===== config.mk =====
export PLATFORM = sky130hd
export DESIGN_NAME = mw_master
export DESIGN_NICKNAME = d
export VERILOG_FILES = /design/src/rtl/mw_pkg.sv /design/src/rtl/mw_sk_gen.sv /design/src/rtl/mw_req_slot.sv /design/src/rtl/mw_frame_fsm.sv /design/src/rtl/mw_master.sv
export SDC_FILE = /design/constraint.sdc
export NUM_CORES = 1
export LEC_CHECK = 0
export ABC_CLOCK_PERIOD_IN_PS = 2200
export BUFFER_PORTS_ARGS = -buffer_cell sky130_fd_sc_hd__buf_2
export CAP_MARGIN = 20
export CORE_MARGIN = 3
export CORE_UTILIZATION = 58
export CTS_CLUSTER_SIZE = 28
export DETAILED_ROUTE_END_ITERATION = 16
export PLACE_DENSITY = 0.79
export SLEW_MARGIN = 20
export SYNTH_ARGS = -nofsm -noshare
export SYNTH_HDL_FRONTEND = slang
export SYNTH_SLANG_ARGS = --single-unit

===== constraint.sdc =====
create_clock -name clk -period 2.2 [get_ports clk]
set_input_delay 0.11 -clock clk [delete_from_list [all_inputs] [get_ports clk]]
set_output_delay 0.11 -clock clk [all_outputs]
set_load 0.02 [all_outputs]

===== src/rtl/mw_pkg.sv =====
package mw_pkg;
  typedef enum logic [2:0] {
    ST_IDLE,
    ST_LEAD,
    ST_CMD,
    ST_TURN,
    ST_RESP,
    ST_TAIL
  } mw_state_e;
endpackage


===== src/rtl/mw_sk_gen.sv =====
module mw_sk_gen #(
  parameter int CLK_DIV = 4
) (
  input  logic clk,
  input  logic rst_n,
  output logic ser_clk,
  output logic rise_tick,
  output logic fall_tick
);
  localparam int HALF = CLK_DIV / 2;
  localparam int HC_W = (HALF > 1) ? $clog2(HALF) : 1;

  logic [HC_W-1:0] hc;
  logic            sk_q;
  logic            wrap;

  assign wrap      = (hc == HC_W'(HALF - 1));
  assign rise_tick = wrap && !sk_q;
  assign fall_tick = wrap && sk_q;
  assign ser_clk   = sk_q;

  always_ff @(posedge clk) begin
    if (!rst_n) begin
      hc   <= '0;
      sk_q <= 1'b0;
    end else if (wrap) begin
      hc   <= '0;
      sk_q <= ~sk_q;
    end else begin
      hc <= hc + 1'b1;
    end
  end
endmodule


===== src/rtl/mw_req_slot.sv =====
module mw_req_slot #(
  parameter int CMD_W   = 8,
  parameter int RSP_MIN = 4,
  parameter int RSP_MAX = 16,
  parameter int LEN_W   = 5
) (
  input  logic             clk,
  input  logic             rst_n,
  input  logic             req_valid,
  output logic             req_ready,
  input  logic [CMD_W-1:0] req_cmd,
  input  logic [LEN_W-1:0] req_len,
  input  logic             take,
  output logic             full,
  output logic [CMD_W-1:0] slot_cmd,
  output logic [LEN_W-1:0] slot_len
);
  logic [LEN_W-1:0] len_lim;

  always_comb begin
    if (req_len < LEN_W'(RSP_MIN))      len_lim = LEN_W'(RSP_MIN);
    else if (req_len > LEN_W'(RSP_MAX)) len_lim = LEN_W'(RSP_MAX);
    else                                len_lim = req_len;
  end

  assign req_ready = !full;

  always_ff @(posedge clk) begin
    if (!rst_n) begin
      full     <= 1'b0;
      slot_cmd <= '0;
      slot_len <= LEN_W'(RSP_MIN);
    end else if (req_valid && req_ready) begin
      full     <= 1'b1;
      slot_cmd <= req_cmd;
      slot_len <= len_lim;
    end else if (take) begin
      full <= 1'b0;
    end
  end
endmodule


===== src/rtl/mw_frame_fsm.sv =====
module mw_frame_fsm
  import mw_pkg::*;
#(
  parameter int CMD_W    = 8,
  parameter int RSP_MAX  = 16,
  parameter int LEN_W    = 5,
  parameter int LEAD_PER = 2
) (
  input  logic               clk,
  input  logic               rst_n,
  input  logic               rise_tick,
  input  logic               fall_tick,
  input  logic               slot_full,
  input  logic [CMD_W-1:0]   slot_cmd,
  input  logic [LEN_W-1:0]   slot_len,
  output logic               take,
  output logic               sel_n,
  output logic               ser_out,
  input  logic               ser_in,
  output logic               rsp_valid,
  output logic [RSP_MAX-1:0] rsp_data
);
  localparam int MAXC = (CMD_W > RSP_MAX) ? ((CMD_W > LEAD_PER) ? CMD_W : LEAD_PER)
                                          : ((RSP_MAX > LEAD_PER) ? RSP_MAX : LEAD_PER);
  localparam int CW   = $clog2(MAXC + 1);

  mw_state_e          state;
  logic [CW-1:0]      cnt;
  logic [CMD_W-1:0]   cmd_sh;
  logic [LEN_W-1:0]   len_q;
  logic [RSP_MAX-2:0] rx;

  assign take = (state == ST_IDLE) && fall_tick && slot_full;

  always_ff @(posedge clk) begin
    if (!rst_n) begin
      state     <= ST_IDLE;
      cnt       <= '0;
      cmd_sh    <= '0;
      len_q     <= '0;
      rx        <= '0;
      sel_n     <= 1'b1;
      ser_out   <= 1'b0;
      rsp_valid <= 1'b0;
      rsp_data  <= '0;
    end else begin
      rsp_valid <= 1'b0;
      unique case (state)
        ST_IDLE: if (take) begin
          sel_n  <= 1'b0;
          state  <= ST_LEAD;
          cnt    <= '0;
          cmd_sh <= slot_cmd;
          len_q  <= slot_len;
        end
        ST_LEAD: if (fall_tick) begin
          if (cnt == CW'(LEAD_PER - 1)) begin
            state   <= ST_CMD;
            ser_out <= cmd_sh[CMD_W-1];
            cmd_sh  <= cmd_sh << 1;
            cnt     <= CW'(CMD_W - 1);
          end else begin
            cnt <= cnt + 1'b1;
          end
        end
        ST_CMD: if (fall_tick) begin
          if (cnt == '0) begin
            state   <= ST_TURN;
            ser_out <= 1'b0;
          end else begin
            ser_out <= cmd_sh[CMD_W-1];
            cmd_sh  <= cmd_sh << 1;
            cnt     <= cnt - 1'b1;
          end
        end
        ST_TURN: if (fall_tick) begin
          state <= ST_RESP;
          cnt   <= CW'(len_q) - 1'b1;
          rx    <= '0;
        end
        ST_RESP: begin
          if (rise_tick) begin
            rx <= {rx[RSP_MAX-3:0], ser_in};
            if (cnt == '0) begin
              rsp_valid <= 1'b1;
              rsp_data  <= {rx, ser_in};
              state     <= ST_TAIL;
            end
          end else if (fall_tick) begin
            cnt <= cnt - 1'b1;
          end
        end
        ST_TAIL: if (fall_tick) begin
          sel_n <= 1'b1;
          state <= ST_IDLE;
        end
        default: state <= ST_IDLE;
      endcase
    end
  end
endmodule


===== src/rtl/mw_master.sv =====
module mw_master #(
  parameter int CLK_DIV  = 4,
  parameter int CMD_W    = 8,
  parameter int RSP_MIN  = 4,
  parameter int RSP_MAX  = 16,
  parameter int LEAD_PER = 2,
  localparam int LEN_W   = $clog2(RSP_MAX + 1)
) (
  input  logic               clk,
  input  logic               rst_n,
  input  logic               req_valid,
  output logic               req_ready,
  input  logic [CMD_W-1:0]   req_cmd,
  input  logic [LEN_W-1:0]   req_len,
  output logic               rsp_valid,
  output logic [RSP_MAX-1:0] rsp_data,
  output logic               ser_clk,
  output logic               sel_n,
  output logic               ser_out,
  input  logic               ser_in
);
  logic             rise_tick;
  logic             fall_tick;
  logic             take;
  logic             full;
  logic [CMD_W-1:0] slot_cmd;
  logic [LEN_W-1:0] slot_len;

  mw_sk_gen #(.CLK_DIV(CLK_DIV)) u_sk (
    .clk      (clk),
    .rst_n    (rst_n),
    .ser_clk  (ser_clk),
    .rise_tick(rise_tick),
    .fall_tick(fall_tick)
  );

  mw_req_slot #(
    .CMD_W  (CMD_W),
    .RSP_MIN(RSP_MIN),
    .RSP_MAX(RSP_MAX),
    .LEN_W  (LEN_W)
  ) u_slot (
    .clk      (clk),
    .rst_n    (rst_n),
    .req_valid(req_valid),
    .req_ready(req_ready),
    .req_cmd  (req_cmd),
    .req_len  (req_len),
    .take     (take),
    .full     (full),
    .slot_cmd (slot_cmd),
    .slot_len (slot_len)
  );

  mw_frame_fsm #(
    .CMD_W   (CMD_W),
    .RSP_MAX (RSP_MAX),
    .LEN_W   (LEN_W),
    .LEAD_PER(LEAD_PER)
  ) u_fsm (
    .clk      (clk),
    .rst_n    (rst_n),
    .rise_tick(rise_tick),
    .fall_tick(fall_tick),
    .slot_full(full),
    .slot_cmd (slot_cmd),
    .slot_len (slot_len),
    .take     (take),
    .sel_n    (sel_n),
    .ser_out  (ser_out),
    .ser_in   (ser_in),
    .rsp_valid(rsp_valid),
    .rsp_data (rsp_data)
  );
endmodule


==> results.json <==
{
  "postSynth.asyncResetShare_pct": 0,
  "synth_edf_count": 0,
  "synth_commonest_cells": "76 x nand2_1, 71 x dfxtp_1, 51 x a21oi_1, 21 x nor2_1, 19 x nand3_1",
  "ys_warn_count": 0,
  "worst_slew_pin_slew_ns": 0.616,
  "die_w_um": 84.2,
  "fp.dieArea_um2": 7090,
  "syn2layout_area_growth_pct": 16.3,
  "finalCritPeriodShare_pct": 92.1,
  "port_buffers": 37,
  "coreArea_um2": 5710,
  "grt_max_degree": 25,
  "antenna_found_initial": 0,
  "status": "complete, no violations",
  "ys_types": 63,
  "grt-ovfl-total": 0,
  "worst_r2r_startpoint": "u_fsm.cnt[1]",
  "grt_pass1_vias": 2871,
  "synth_flop_cell": "dfxtp_1",
  "pre_cts_ws_ns": 0.196,
  "hold_viol": 0,
  "vdd_drop_max_mv": 0.664,
  "numCtsBuffers": 9,
  "fin_nets": 486,
  "finalWirelength_mm": 7.76,
  "grt_pass1_wl_mm": 13.1,
  "crit_required_ns": 2.47,
  "worst_r2r_path_depth": 7,
  "power_density_nw_per_um2": 655,
  "clk_pin_slew_ns": 0.08,
  "hp-class": "primary input to flop",
  "synth_nets": 443,
  "static-leakage-power_nw": 1.63,
  "synth_area_leaders": "dfxtp_1 40%, nand2_1 8.0%, a21oi_1 7.2%",
  "vias_per_cell": 5.73,
  "place_hpwl_mm": 5.27,
  "drt_iter0_drc": 191,
  "cts.sinks": 71,
  "rows": 27,
  "startpoint_type": "flop",
  "setup_ws_ns": 0.175,
  "pin_count": 38,
  "worstPathArrival_ns": 2.30,
  "routedWlPerCell_um": 14.3,
  "grt_use_total_pct": 22.2,
  "initial_core_util_pct": 62.1,
  "drv_cap": 0,
  "clockBufferDepth": 2,
  "drive_above_1_share_pct": 19.8,
  "route.detailed.drc": 0,
  "rsz0062_at_grt": "no",
  "dr_total_vias": 3099,
  "ant_nets": 0,
  "yosysTopAreaCell": "dfxtp_1",
  "nFillCells": 438,
  "fp.dieH_um": 84.2,
  "synthCells": 421,
  "synth_seq_cells": 71,
  "max_freq_mhz": 494,
  "hold_end": "u_fsm.rsp_data[0]",
  "rrSetupSlack_ns": 0.17,
  "avgSynthCellArea_um2": 8.43,
  "hp-start": "ser_in",
  "setup_viol": 0,
  "path_max_fanout": 8,
  "synth_top_area_share_pct": 40.1,
  "syn_area_um2": 3550,
  "period_minus_slack_ns": 2.03,
  "fin_setup_tns_ns": 0,
  "synth_most_common_cell": "nand2_1",
  "cts_tree": "built",
  "skew_ns": 0.00966,
  "critPathKind": "flop to flop",
  "maxSlewHeadroom_pct": 58.9,
  "clk_latency_ns": 0.35,
  "antennaDiodeCount": 0,
  "ys_seq_area_share_pct": 40.1,
  "min_path_cells": 3,
  "endpoint_kind": "flop",
  "reg2reg_to": "u_fsm.cmd_sh[3]",
  "firstDrtPassIters": 4,
  "timing.final.max_slew_violations": 0,
  "cts_max_level": 3,
  "cts_root_buffer": "clkbuf_8",
  "gp_congestion": 0.888
}
registers in the layout, indices dropped and copies added (netlist names):
name,cells
u_fsm.sel_n,1
u_slot.full,1
u_sk.hc,1
u_slot.slot_len,5
u_slot.slot_cmd,8
u_fsm.rsp_data,16
u_fsm.len_q,5
u_sk.ser_clk,1
u_fsm.state,3
u_fsm.cnt,5
u_fsm.rx,15
u_fsm.rsp_valid,1
u_fsm.ser_out,1
u_fsm.cmd_sh,8
cell type report:
type	instances	area [µm²]	area share [%]
inverters	7	26.3	0.637
clock inverters	6	92.6	2.24
well taps	72	90.1	2.18
repair buffers	67	435	10.6
flip-flops and latches	71	1420	34.5
clock buffers	10	138	3.34
multi-input cells	308	1920	46.6
power by group:
group | internal, mW | switching (mW)
clock network | 0.677 | 0.503
registers | 1.31 | 0.0248
logic | 0.0866 | 0.106
layer usage:
metal / vias up / GRT usage, % / share of wire (%)
met3: 11 / 4.32 / 4.4
li1: 1568 / - / -
met5: - / 0 / 0
met1: 1446 / 30.5 / 48
met2: 74 / 34.5 / 46
met4: 0 / 8.63 / 1.4
through the flow:
step / cell area, µm² / power, mW / std cells / hold slack [ns] / utilization [%]
2_1_floorplan: 3550 / 1.48 / 421 / 0.222 / -
3_3_place_gp: 3790 / 1.53 / 515 / 0.347 / 66.4
3_5_place_dp: 3790 / 1.54 / 515 / 0.354 / 66.4
4_1_cts: 4120 / 2.72 / 541 / 0.00346 / 72.2
5_1_grt: 4130 / 2.79 / 541 / 0.0278 / 72.3
6_report: 4130 / 2.70 / 541 / 0.0188 / 72.3
critical path, cell delays in order (launching register included):
cell and delay (ns):
dfxtp_1 0.41, inv_1 0.12, ha_1 0.21, nor4b_2 0.16, buf_4 0.17, mux2_2 0.28, o211ai_4 0.36, mux2i_1 0.24
timing repair:
action,in CTS,in global routing
gates resized for setup,0,1
setup endpoints to repair,0,3
hold endpoints to repair,10,0
buffers inserted,0,0
hold buffers,10,0
worst max path at each step:
stage / startpoint / end / depth (start not counted)
finish: u_fsm.cnt[1] / u_fsm.cmd_sh[3] / 7
global route: u_fsm.cnt[1] / u_fsm.cmd_sh[3] / 7
CTS: u_fsm.cnt[1] / u_fsm.cmd_sh[3] / 7
detailed placement: u_fsm.cnt[1] / u_fsm.cmd_sh[0] / 7
global placement: u_fsm.cnt[0] / u_fsm.cnt[3] / 7
floorplan: u_fsm.cnt[0] / u_fsm.cnt[2] / 7
cell usage in the layout (no fill, tap or decap), types with 2 or more instances in the layout:
master | synthesis | final
nand2_1 | 76 | 76
dfxtp_1 | 71 | 71
a21oi_1 | 51 | 51
buf_2 | 7 | 37
nor2_1 | 21 | 21
buf_4 | 5 | 20
nand3_1 | 19 | 19
mux2i_1 | 15 | 15
o21ai_0 | 13 | 13
nor3b_1 | 10 | 10
clkbuf_8 | 0 | 10
dlygate4sd3_1 | 0 | 10
nand2b_1 | 8 | 8
o21a_1 | 8 | 8
inv_1 | 7 | 7
o31ai_1 | 6 | 6
a211oi_1 | 6 | 6
nor2b_1 | 5 | 5
ha_1 | 5 | 5
nor3_1 | 4 | 4
o21ai_1 | 5 | 4
or3_1 | 3 | 3
nand4_1 | 3 | 3
or3b_1 | 3 | 3
xnor2_1 | 3 | 3
and2_1 | 2 | 2
a221o_1 | 2 | 2
nor4b_2 | 2 | 2
a22oi_1 | 2 | 2
mux2_2 | 2 | 2
or4_1 | 2 | 2
xor2_1 | 2 | 2
bufinv_16 | 0 | 2
logic make-up (layout without fill, tap and decap cells):
kind of cell	Yosys count	after routing	share of synthesized area [%]
adders and majority gates	5	5	1.76
DFF	71	71	40.1
and+or+nand+nor	170	170	25.2
muxes	17	17	4.87
xor gates and xnor gates	6	6	1.69
AOI/OAI and AO/OA	110	110	20.6
buffers and inverters	42	90	5.86
No activity file was read; power rests on OpenSTA's default activity.
